[config.mk]
export PLATFORM = sky130hd
export DESIGN_NAME = cascade_irq_ctrl
export DESIGN_NICKNAME = d
export VERILOG_FILES = /design/src/rtl/irq_cascade_pkg.sv /design/src/rtl/irq_prio_enc.sv /design/src/rtl/irq_mask_bank.sv /design/src/rtl/irq_group_path.sv /design/src/rtl/irq_cpu_arb.sv /design/src/rtl/cascade_irq_ctrl.sv
export SDC_FILE = /design/constraint.sdc
export NUM_CORES = 1
export LEC_CHECK = 0
export BUFFER_PORTS_ARGS = -buffer_cell sky130_fd_sc_hd__clkbuf_2
export CAP_MARGIN = 15
export CORE_MARGIN = 4
export CORE_UTILIZATION = 35
export DETAILED_ROUTE_END_ITERATION = 8
export PLACE_DENSITY = 0.71
export RECOVER_POWER = 25
export SYNTH_ARGS = -nofsm -noshare
export SYNTH_HDL_FRONTEND = slang
export SYNTH_SLANG_ARGS = --single-unit
[constraint.sdc]
create_clock -name clk_i -period 1.98 [get_ports clk_i]
set_input_delay 0.198 -clock clk_i [delete_from_list [all_inputs] [get_ports clk_i]]
set_output_delay 0.198 -clock clk_i [all_outputs]
set_load 0.05 [all_outputs]
[src/rtl/irq_cascade_pkg.sv]
`timescale 1ns/1ps
package irq_cascade_pkg;
  typedef enum logic [1:0] {
    REG_LMASK0 = 2'd0,
    REG_LMASK1 = 2'd1,
    REG_SMASK0 = 2'd2,
    REG_SMASK1 = 2'd3
  } mask_reg_e;

  localparam int NUM_GROUPS = 2;
  localparam int NUM_REGS   = 4;
  localparam int CPU_LINES  = 8;
  localparam int CPU_SEL_W  = $clog2(CPU_LINES);

  localparam int LINE_LOCAL0 = 2;
  localparam int LINE_LOCAL1 = 3;
  localparam int LINE_CTR0   = 4;
  localparam int LINE_CTR1   = 5;
  localparam int LINE_BUSERR = 6;
  localparam int LINE_TIMER  = 7;
endpackage

[src/rtl/irq_prio_enc.sv]
`timescale 1ns/1ps
module irq_prio_enc #(
  parameter int W  = 8,
  parameter int IW = (W > 1) ? $clog2(W) : 1
) (
  input  logic [W-1:0]  vec_i,
  output logic          hit_o,
  output logic [IW-1:0] idx_o
);
  // ascending scan: the last (highest) set bit overwrites lower ones
  always_comb begin
    hit_o = 1'b0;
    idx_o = '0;
    for (int i = 0; i < W; i++) begin
      if (vec_i[i]) begin
        hit_o = 1'b1;
        idx_o = IW'(i);
      end
    end
  end
endmodule

[src/rtl/irq_mask_bank.sv]
`timescale 1ns/1ps
module irq_mask_bank
  import irq_cascade_pkg::*;
#(
  parameter int GW        = 8,
  parameter int CASC0_BIT = 2,
  parameter int CASC1_BIT = 3
) (
  input  logic                           clk_i,
  input  logic                           rst_i,
  input  logic [NUM_REGS-1:0]            set_i,
  input  logic [NUM_REGS-1:0]            clr_i,
  input  logic [GW-1:0]                  bits_i,
  output logic [NUM_GROUPS-1:0][GW-1:0]  lmask_o,
  output logic [NUM_GROUPS-1:0][GW-1:0]  smask_o
);
  localparam int CBIT [NUM_GROUPS] = '{CASC0_BIT, CASC1_BIT};

  function automatic logic [GW-1:0] apply_wr(input logic [GW-1:0] old,
                                             input logic s, input logic c,
                                             input logic [GW-1:0] b);
    logic [GW-1:0] tmp;
    tmp = c ? (old & ~b) : old;
    return s ? (tmp | b) : tmp;
  endfunction

  for (genvar g = 0; g < NUM_GROUPS; g++) begin : g_grp
    localparam int LI = int'(REG_LMASK0) + g;
    localparam int SI = int'(REG_SMASK0) + g;
    logic [GW-1:0] lm_q, sm_q, lm_d, sm_d;

    always_comb begin
      sm_d = apply_wr(sm_q, set_i[SI], clr_i[SI], bits_i);
      lm_d = apply_wr(lm_q, set_i[LI], clr_i[LI], bits_i);
      // cascade bit is owned by the secondary mask
      lm_d[CBIT[g]] = |sm_d;
    end

    always_ff @(posedge clk_i) begin
      if (rst_i) begin
        lm_q <= '0;
        sm_q <= '0;
      end else begin
        lm_q <= lm_d;
        sm_q <= sm_d;
      end
    end

    assign lmask_o[g] = lm_q;
    assign smask_o[g] = sm_q;
  end
endmodule

[src/rtl/irq_group_path.sv]
`timescale 1ns/1ps
module irq_group_path #(
  parameter int GW    = 8,
  parameter int VW    = 8,
  parameter int LBASE = 16,
  parameter int MBASE = 32,
  parameter int CBIT  = 2
) (
  input  logic [GW-1:0] stat_i,
  input  logic [GW-1:0] lmask_i,
  input  logic [GW-1:0] map_i,
  input  logic [GW-1:0] smask_i,
  output logic [VW-1:0] vec_o,
  output logic          req_o
);
  localparam int IW = (GW > 1) ? $clog2(GW) : 1;

  logic [GW-1:0] pend_l, pend_m;
  logic          hit_l, hit_m;
  logic [IW-1:0] idx_l, idx_m;

  assign pend_l = stat_i & lmask_i;
  assign pend_m = map_i & smask_i;

  irq_prio_enc #(.W(GW), .IW(IW)) u_enc_local (.vec_i(pend_l), .hit_o(hit_l), .idx_o(idx_l));
  irq_prio_enc #(.W(GW), .IW(IW)) u_enc_map   (.vec_i(pend_m), .hit_o(hit_m), .idx_o(idx_m));

  always_comb begin
    vec_o = '0;
    if (pend_l[CBIT]) begin
      if (hit_m) vec_o = VW'(MBASE) + VW'(idx_m);
    end else if (hit_l) begin
      vec_o = VW'(LBASE) + VW'(idx_l);
    end
  end

  assign req_o = |vec_o;
endmodule

[src/rtl/irq_cpu_arb.sv]
`timescale 1ns/1ps
module irq_cpu_arb
  import irq_cascade_pkg::*;
(
  input  logic [CPU_LINES-1:0] lines_i,
  output logic [CPU_SEL_W-1:0] sel_o,
  output logic                 any_o
);
  localparam int NORD = 6;
  localparam int ORDER [NORD] = '{LINE_TIMER, LINE_LOCAL0, LINE_LOCAL1,
                                  LINE_BUSERR, LINE_CTR0, LINE_CTR1};

  // scan from lowest to highest rank so the top-ranked raised line is last written
  always_comb begin
    sel_o = '0;
    for (int i = NORD - 1; i >= 0; i--) begin
      if (lines_i[ORDER[i]]) sel_o = CPU_SEL_W'(ORDER[i]);
    end
  end

  assign any_o = |lines_i;
endmodule

[src/rtl/cascade_irq_ctrl.sv]
`timescale 1ns/1ps
module cascade_irq_ctrl
  import irq_cascade_pkg::*;
#(
  parameter int GW        = 8,
  parameter int VW        = 8,
  parameter int L0_BASE   = 16,
  parameter int L1_BASE   = 24,
  parameter int M0_BASE   = 32,
  parameter int M1_BASE   = 40,
  parameter int CASC0_BIT = 2,
  parameter int CASC1_BIT = 3
) (
  input  logic          clk_i,
  input  logic          rst_i,
  input  logic [3:0]    wr_set_i,
  input  logic [3:0]    wr_clr_i,
  input  logic [GW-1:0] wr_bits_i,
  input  logic [GW-1:0] l0_stat_i,
  input  logic [GW-1:0] l1_stat_i,
  input  logic [GW-1:0] map_stat_i,
  input  logic          timer_irq_i,
  input  logic          ctr0_irq_i,
  input  logic          ctr1_irq_i,
  input  logic          buserr_irq_i,
  output logic [VW-1:0] vec0_o,
  output logic          req0_o,
  output logic [VW-1:0] vec1_o,
  output logic          req1_o,
  output logic [7:0]    cpu_line_o,
  output logic [2:0]    cpu_sel_o,
  output logic          cpu_any_o
);
  localparam int LB [NUM_GROUPS] = '{L0_BASE, L1_BASE};
  localparam int MB [NUM_GROUPS] = '{M0_BASE, M1_BASE};
  localparam int CB [NUM_GROUPS] = '{CASC0_BIT, CASC1_BIT};

  logic [NUM_GROUPS-1:0][GW-1:0] lmask, smask, stat;
  logic [NUM_GROUPS-1:0][VW-1:0] vec;
  logic [NUM_GROUPS-1:0]         req;
  logic [GW-1:0] lmask0_q, lmask1_q, smask0_q, smask1_q;

  irq_mask_bank #(.GW(GW), .CASC0_BIT(CASC0_BIT), .CASC1_BIT(CASC1_BIT)) u_masks (
    .clk_i(clk_i), .rst_i(rst_i), .set_i(wr_set_i), .clr_i(wr_clr_i),
    .bits_i(wr_bits_i), .lmask_o(lmask), .smask_o(smask)
  );

  assign stat[0] = l0_stat_i;
  assign stat[1] = l1_stat_i;

  for (genvar g = 0; g < NUM_GROUPS; g++) begin : g_path
    irq_group_path #(.GW(GW), .VW(VW), .LBASE(LB[g]), .MBASE(MB[g]), .CBIT(CB[g])) u_path (
      .stat_i(stat[g]), .lmask_i(lmask[g]), .map_i(map_stat_i), .smask_i(smask[g]),
      .vec_o(vec[g]), .req_o(req[g])
    );
  end

  assign lmask0_q = lmask[0];
  assign lmask1_q = lmask[1];
  assign smask0_q = smask[0];
  assign smask1_q = smask[1];

  assign vec0_o = vec[0];
  assign req0_o = req[0];
  assign vec1_o = vec[1];
  assign req1_o = req[1];

  always_comb begin
    cpu_line_o              = '0;
    cpu_line_o[LINE_LOCAL0] = req[0];
    cpu_line_o[LINE_LOCAL1] = req[1];
    cpu_line_o[LINE_CTR0]   = ctr0_irq_i;
    cpu_line_o[LINE_CTR1]   = ctr1_irq_i;
    cpu_line_o[LINE_BUSERR] = buserr_irq_i;
    cpu_line_o[LINE_TIMER]  = timer_irq_i;
  end

  irq_cpu_arb u_arb (.lines_i(cpu_line_o), .sel_o(cpu_sel_o), .any_o(cpu_any_o));
endmodule

==> out/metrics.cfg, run 1 <==
[min_path]
min_path_type=in2reg

[yosys]
synth_area_um2=2010
synth_cells=279
ys_seq_area_share_pct=31.9
synth_flop_cell=dfxtp_1
async_flop_share_pct=0
syn_avg_cell_area_um2=7.20
synth_edf_count=0
synth.distinct_cells=34
synth_top_cell_area_share_pct=31.9
synth_largest_area_cell=dfxtp_1
yosysMostFrequentCell=nand2_1
ys_warn_count=0
synthTopCellsByCount=48 x nand2_1, 44 x a22oi_1, 42 x nor2_1
synth.top_cells.by_area=dfxtp_1 32%, a22oi_1 16%, nand2_1 9.0%, nor2_1 7.9%, a21oi_1 5.0%
ys_seq_elements=32

[finish]
drive_gt1_share_pct=30.8
area_growth_pct=32.4
nNetsFinal=386
n_antenna_cell=0
fin_cells=413
finalInstanceArea_um2=2660
utilization_pct=48.0

[drt]
drc=0
drtIter0Drc=207
drt-total-wl_um=6360
drtPass1Iterations=4
viasPerCell=5.59
num_vias=2307
final_antenna_net_count=0
post_drt_wl_per_cell_um=15.4

[sta]
finalHoldViolCount=0
finalCritPeriodShare_pct=107
fin_ws_ns=-0.147
clock.fmax_mhz=470
rsz0062_at_grt=yes
fin_skew_ns=0.00842
holdWs_ns=0.277
drv_slew=0
setup_violations=7
fin_crit_ns=2.13
finalSetupTns_ns=-0.560
relSlewSlack_pct=1.57
worst_slew_pin_slew_ns=1.48

[floorplanning]
fp.dieArea_um2=7010
io_pins=76
die_w_um=83.7
coreArea_um2=5540
start_util_pct=36.2
die-height_um=83.7
rows=27

[global_route]
grt_pass1_wl_um=10200
grt_overflow=0
first_global_vias=2080
antenna_found_initial=0
gr-usage-all-layers_pct=17.7
grt_max_degree=33

[place]
preCtsSetupSlack_ns=0.0901
place.gp.congestion=0.916
hpwl_um=4710
placed_area_um2=2370
numPortBuffers=68
dp.cells=399

[setup_path]
crit_arrival_ns=1.93
crit_buf_inv=2
required_ns=1.78
startpoint_type=flip-flop
cp_cell_sequence=a222oi_1, a32o_2, nand2_4, buf_4, o31ai_4, buf_8
critPathKind=reg2out
cp_slowest_stage_delay_ns=0.38
critical-path-top-delay-family=compound AO/OA/AOI/OAI gates
slowest_stage=a222oi_1
cp_max_fo=4
crit_path_end_kind=primary output

[status]
status=complete, but fails checks
violations=setup timing

[cts]
clk_pin_slew_ns=0.07
cts_made_buffers=5
tritoncts=done
cts_max_path_buffers=2
cts.hold.buffers_added=0
htree_levels=2
worst_skew_pair.late_latency_ns=0.29
clk_root_buffer_cell=clkbuf_8
cts.sinks=32

[power_and_ir_drop]
peakVddDrop_mv=0.302
p_per_area_nw_per_um2=798
power.leakage_nw=1.19
finalPower_mw=2.12

[run]
cap_violations=0

==> cells by family (layout without fill, tap and decap cells) <==
logic type	count (synthesis)	after routing	share of synthesized area, %
simple gates	111	111	24.8
compound gates	95	95	32.9
buf+inv	39	95	9.72
flops	32	32	31.9
other cells	1	7	0.187
mux	1	1	0.498
==> what timing repair did <==
| item | 4_1_cts | 5_1_grt |
|---|---|---|
| resized for setup | 22 | 25 |
| setup endpoints to repair | 7 | 13 |
| pin swaps | 6 | 5 |
| buffers inserted | 6 | 0 |
==> layer usage <==
layer	global-route usage, %	vias to the layer above	part of all wire [%]
li1	-	1122	-
met1	24.4	1073	46
met2	27.1	104	44
met3	4.15	8	8.4
met4	5.56	0	1.2
met5	0	-	0
==> where the power goes <==
part           internal (mW)  switching (mW)
Combinational          0.272           0.489
Clock                  0.372           0.259
Sequential             0.686          0.0433
==> cell type report <==
type,instances,area [µm²]
Tap cell,72,90.1
Multi-Input combinational cell,214,1280
Clock inverter,3,42.5
Clock buffer,5,68.8
Inverter,11,41.3
Sequential cell,32,644
Timing Repair Buffer,76,490
Fill cell,564,2880
==> tightest hold or removal path, stage by stage <==
cell	delay [ns]
clkbuf_2	0.16
a22oi_1	0.10
nor2_1	0.07
==> final timing paths <==
| path | startpoint | endpoint | slack, ns | cells past startpoint |
|---|---|---|---|---|
| worst min-delay path | wr_set_i[0] | flip-flop | 0.28 | 3 |
| worst min register to register | flip-flop | flip-flop | 0.51 | 2 |
| worst max register to register | u_masks.g_grp[0].sm_q[4]$_SDFF_PP0_ | u_masks.g_grp[0].lm_q[2]$_SDFF_PP0_ | 0.58 | 4 |
| worst max-delay path | flip-flop | cpu_sel_o[2] | -0.15 | 6 |
==> placed cells by master, fill, tap and decap left out, types with 3 or more instances in the layout <==
cell type / instances
o21ai_0: 8
nor2_1: 42
conb_1: 7
clkbuf_8: 6
a21oi_1: 19
buf_8: 4
nand2_1: 48
or4_1: 8
dfxtp_1: 29
inv_1: 11
a31oi_1: 4
buf_4: 10
a22oi_2: 4
dfxtp_2: 3
a32o_1: 3
clkbuf_2: 54
a22oi_1: 40
(Power assumes the default switching activity.)
==> run 2: changes to the inputs <==
Settings changed: CORE_UTILIZATION 35 to 49, PLACE_DENSITY 0.71 to 0.91.
==> out/metrics.cfg, run 2 (synthesized netlist as in run 1, its figures left out) <==
[setup_path]
required_ns=1.78
cp_max_fo=5
crit_arrival_ns=2.06
timing.rr.start=u_masks.g_grp[0].sm_q[3]$_SDFF_PP0_
startpoint_type=flip-flop
crit_path_end_kind=primary output
timing.rr.end=u_masks.g_grp[0].lm_q[2]$_SDFF_PP0_
reg2reg_depth=3
r2r_slack_ns=0.61
critPathKind=reg2out

[sta]
holdWs_ns=0.271
fin_skew_ns=0.00338
rsz0062_at_grt=yes
setup_violations=6
finalHoldViolCount=0
drv_slew=0
clock.fmax_mhz=443
fin_ws_ns=-0.278
finalCritPeriodShare_pct=114
worst_slew_pin_slew_ns=1.45
fin_crit_ns=2.26
relSlewSlack_pct=3.62

[status]
violations=setup timing
status=complete, but fails checks

[finish]
area_growth_pct=29.0
n_antenna_cell=0
nNetsFinal=382
mostFrequentLayoutCells=55 x clkbuf_2, 48 x nand2_1, 43 x a22oi_1
seq_area_um2=644
fin_cells=387
multi_input_area_um2=1270
finalInstanceArea_um2=2590
final_common_cell=clkbuf_2
nFillCells=347
drive_gt1_share_pct=29.1

[cts]
cts_max_path_buffers=2
tritoncts=done
cts_made_buffers=5
cts.sinks=32
htree_levels=2
cts.hold.buffers_added=0
clk_pin_slew_ns=0.07
clk_root_buffer_cell=clkbuf_8
worst_skew_pair.late_latency_ns=0.29

[min_path]
worstHoldPathCells=3
min_path_type=in2reg
min_from=wr_set_i[0]

[place]
placed_area_um2=2330
dp.cells=375
hpwl_um=4490
numPortBuffers=68
place.gp.congestion=0.910

[global_route]
first_global_vias=2054
gr-usage-all-layers_pct=23.8
grt_overflow=0
grt_pass1_wl_um=9650
grt_max_degree=33
antenna_found_initial=0

[floorplanning]
die_w_um=72.0
die-height_um=72.0
rows=23
io_pins=76
fp.dieArea_um2=5190
coreArea_um2=3970
start_util_pct=50.6

[drt]
num_vias=2311
drtPass1Iterations=4
drt-total-wl_um=6300
final_antenna_net_count=0
post_drt_wl_per_cell_um=16.3
drc=0
viasPerCell=5.97
drtIter0Drc=227

[run]
cap_violations=0

[power_and_ir_drop]
finalPower_mw=2.15
peakVddDrop_mv=0.428
power.leakage_nw=1.17
p_per_area_nw_per_um2=829

-- run 2: changes by cell type in the layout (fill, tap and decap cells not counted), sizes merged --
cell | previous run | this run
buf | 17 | 15
clkinv | 1 | 0
clkinvlp | 1 | 0
-- run 2: what timing repair did --
| action | 4_1_cts | 5_1_grt |
|---|---|---|
| setup endpoints to repair | 7 | 13 |
| buffers inserted | 3 | 1 |
| pin swaps | 4 | 2 |
| resized for setup | 19 | 19 |
-- run 2: area by class of cell --
class                      count  area share (%)
multi-input combinational    214            49.1
sequential                    32            24.9
timing repair buffer          72            17.1
clock buffer                   7            3.72
tap                           50            2.42
inverter                      11            1.59
clock inverter                 1            1.16
-- run 2: where the power goes --
part / total [mW] / switching, mW / internal [mW]
Combinational: 0.731 / 0.483 / 0.247
Clock: 0.686 / 0.242 / 0.444
Sequential: 0.731 / 0.0448 / 0.687
Total: 2.15 / 0.770 / 1.38
-- run 2: worst max-delay path: stages, from the launching register on --
cell and delay, ns:
dfxtp_2 0.32, a222oi_1 0.43, a32o_2 0.33, nand2_4 0.09, buf_4 0.15, o31ai_4 0.26
buf_8 0.19
-- run 2: how the worst max path moves through the flow --
stage	depth (start not counted)	slack [ns]	from	endpoint
after global placement	7	0.13	l1_stat_i[4]	cpu_any_o
after global routing	6	-0.35	flip-flop	cpu_sel_o[2]
after CTS	6	-0.23	flip-flop	cpu_any_o
after floorplan	4	-0.17	flip-flop	cpu_sel_o[2]
final	6	-0.28	flip-flop	cpu_sel_o[2]
after detailed placement	6	0.04	flip-flop	cpu_any_o
-- run 2: through the flow --
| stage | worst slack (ns) | TNS (ns) | utilization [%] |
|---|---|---|---|
| finish | -0.278 | -0.920 | 65.2 |
| global route | -0.347 | -1.42 | 65.2 |
| CTS | -0.226 | -0.768 | 64.4 |
| detailed placement | 0.0420 | 0 | 58.6 |
| global placement | 0.132 | 0 | 58.6 |
| floorplan | -0.167 | -0.233 | - |
-- run 2: per-layer routing --
| layer | vias to the layer above | part of all wire, % | track usage, % |
|---|---|---|---|
| li1 | 1113 | - | - |
| met1 | 1069 | 41 | 29.8 |
| met2 | 122 | 48 | 39.4 |
| met3 | 7 | 9.9 | 5.54 |
| met4 | 0 | 1.2 | 9.60 |
| met5 | - | 0 | 0 |
==> run 3: changes to the inputs <==
Settings changed: SETUP_SLACK_MARGIN from default to 0.02.
==> out/metrics.cfg, run 3 (synthesized netlist as in run 1, its figures left out) <==
[status]
status=complete, but fails checks
violations=setup timing

[drt]
drtPass1Iterations=6
viasPerCell=6.01
num_vias=2330
drt-total-wl_um=6470
post_drt_wl_per_cell_um=16.7
drc=0
drtIter0Drc=228
final_antenna_net_count=0

[sta]
rsz0062_at_grt=yes
finalHoldViolCount=0
relSlewSlack_pct=3.43
clock.fmax_mhz=441
finalSetupTns_ns=-0.933
worst_slew_pin_slew_ns=1.45
holdWs_ns=0.278
setup_violations=6
fin_crit_ns=2.27
fin_skew_ns=0.00348
drv_slew=0
finalCritPeriodShare_pct=114
fin_ws_ns=-0.287

[cts]
htree_levels=2
clk_root_buffer_cell=clkbuf_8
tritoncts=done
cts.sinks=32
worst_skew_pair.late_latency_ns=0.28
cts_made_buffers=5
cts.hold.buffers_added=0
clk_pin_slew_ns=0.07
cts_max_path_buffers=2

[floorplanning]
io_pins=76
die-height_um=72.0
fp.dieArea_um2=5190
coreArea_um2=3970
die_w_um=72.0
rows=23
start_util_pct=50.6

[setup_path]
cp_max_fo=5
slowest_stage=a222oi_1
reg2reg_depth=3
cp_num_cells=6
startpoint_type=flip-flop
cp_slowest_stage_delay_ns=0.43
crit_arrival_ns=2.07
critical-path-top-delay-family=compound AO/OA/AOI/OAI gates
critPathKind=reg2out
crit_path_end_kind=primary output
cp_cell_sequence=a222oi_1, a32o_2, nand2_4, buf_4, o31ai_4, buf_8
required_ns=1.78
crit_buf_inv=2

[finish]
utilization_pct=66.2
drive_gt1_share_pct=31.1
n_antenna_cell=0
fin_cells=388
nNetsFinal=383
mostFrequentLayoutCells=54 x clkbuf_2, 48 x nand2_1, 42 x a22oi_1, 42 x nor2_1, 25 x dfxtp_1
area_growth_pct=30.9
final_common_cell=clkbuf_2
finalInstanceArea_um2=2630

[power_and_ir_drop]
switching_share_pct=35.8
p_sw_uw=779
internal_power_mw=1.40
pwr-share-clk_pct=31.5
peakVddDrop_mv=0.428
combPwrFrac_pct=34.8
p_seq_share_pct=33.7
p_per_area_nw_per_um2=828
power.leakage_nw=1.18

[run]
cap_violations=0

[global_route]
antenna_found_initial=0
grt_overflow=0
gr-usage-all-layers_pct=23.9
first_global_vias=2062
grt_max_degree=33
grt_pass1_wl_um=9680

[min_path]
min_path_type=in2reg
worstHoldPathCells=3

[place]
hpwl_um=4490
numPortBuffers=68
placed_area_um2=2330
dp.cells=375
place.gp.congestion=0.910

-- run 3: changes by cell type in the layout (fill, tap and decap cells not counted) --
| cell | change |
|---|---|
| dfxtp_1 | -4 |
| dfxtp_2 | +4 |
| buf_6 | +3 |
| buf_2 | -2 |
| clkbuf_4 | +2 |
| a22oi_1 | -1 |
| a22oi_2 | +1 |
| and4_1 | -1 |
| and4_4 | +1 |
| buf_4 | -1 |
| clkbuf_2 | -1 |
-- run 3: per-layer routing --
metal	part of all wire [%]	up-vias	track usage, %
met5	0	-	0
met4	1.3	0	9.60
met3	8.7	10	5.54
met2	49	117	39.8
met1	41	1087	29.8
li1	-	1116	-
-- run 3: power by group through the flow --
stage	combinational, mW	clock (mW)	sequential [mW]
after floorplan	0.521	0	0.730
after global placement	0.645	0	0.740
after detailed placement	0.656	0	0.743
after CTS	0.704	0.709	0.729
after global routing	0.805	0.739	0.738
final	0.758	0.686	0.733
-- run 3: cell type report --
cell class | instances | area [µm²]
Clock buffer | 7 | 96.3
Clock inverter | 1 | 30.0
Fill cell | 339 | 1340
Inverter | 11 | 41.3
Multi-Input combinational cell | 214 | 1280
Sequential cell | 32 | 649
Tap cell | 50 | 62.6
Timing Repair Buffer | 73 | 469
-- run 3: path summary, 6_finish.rpt --
| kind | end | start | slack [ns] |
|---|---|---|---|
| max reg2reg | u_masks.g_grp[0].lm_q[2]$_SDFF_PP0_ | u_masks.g_grp[0].sm_q[7]$_SDFF_PP0_ | 0.62 |
| max | cpu_sel_o[2] | flip-flop | -0.29 |
| min | flip-flop | wr_set_i[0] | 0.28 |
| min reg2reg | flip-flop | flip-flop | 0.51 |
-- run 3: metrics by stage --
stage	setup slack, ns	power (mW)
2_1_floorplan	-0.167	1.25
4_1_cts	-0.226	2.14
3_5_place_dp	0.0420	1.40
3_3_place_gp	0.132	1.38
6_report	-0.287	2.18
5_1_grt	-0.359	2.28
-- run 3: worst reg2reg max path: stages, from the launching register on --
cell	delay [ns]
dfxtp_1	0.37
or4_1	0.53
o21ai_0	0.09
a41oi_1	0.17
-- run 3: repair_timing --
item	CTS	global route
hold endpoints to repair	0	0
cloned	0	0
gates resized for setup	21	30
pin swaps	4	3
setup endpoints to repair	7	15
buffers inserted	3	2
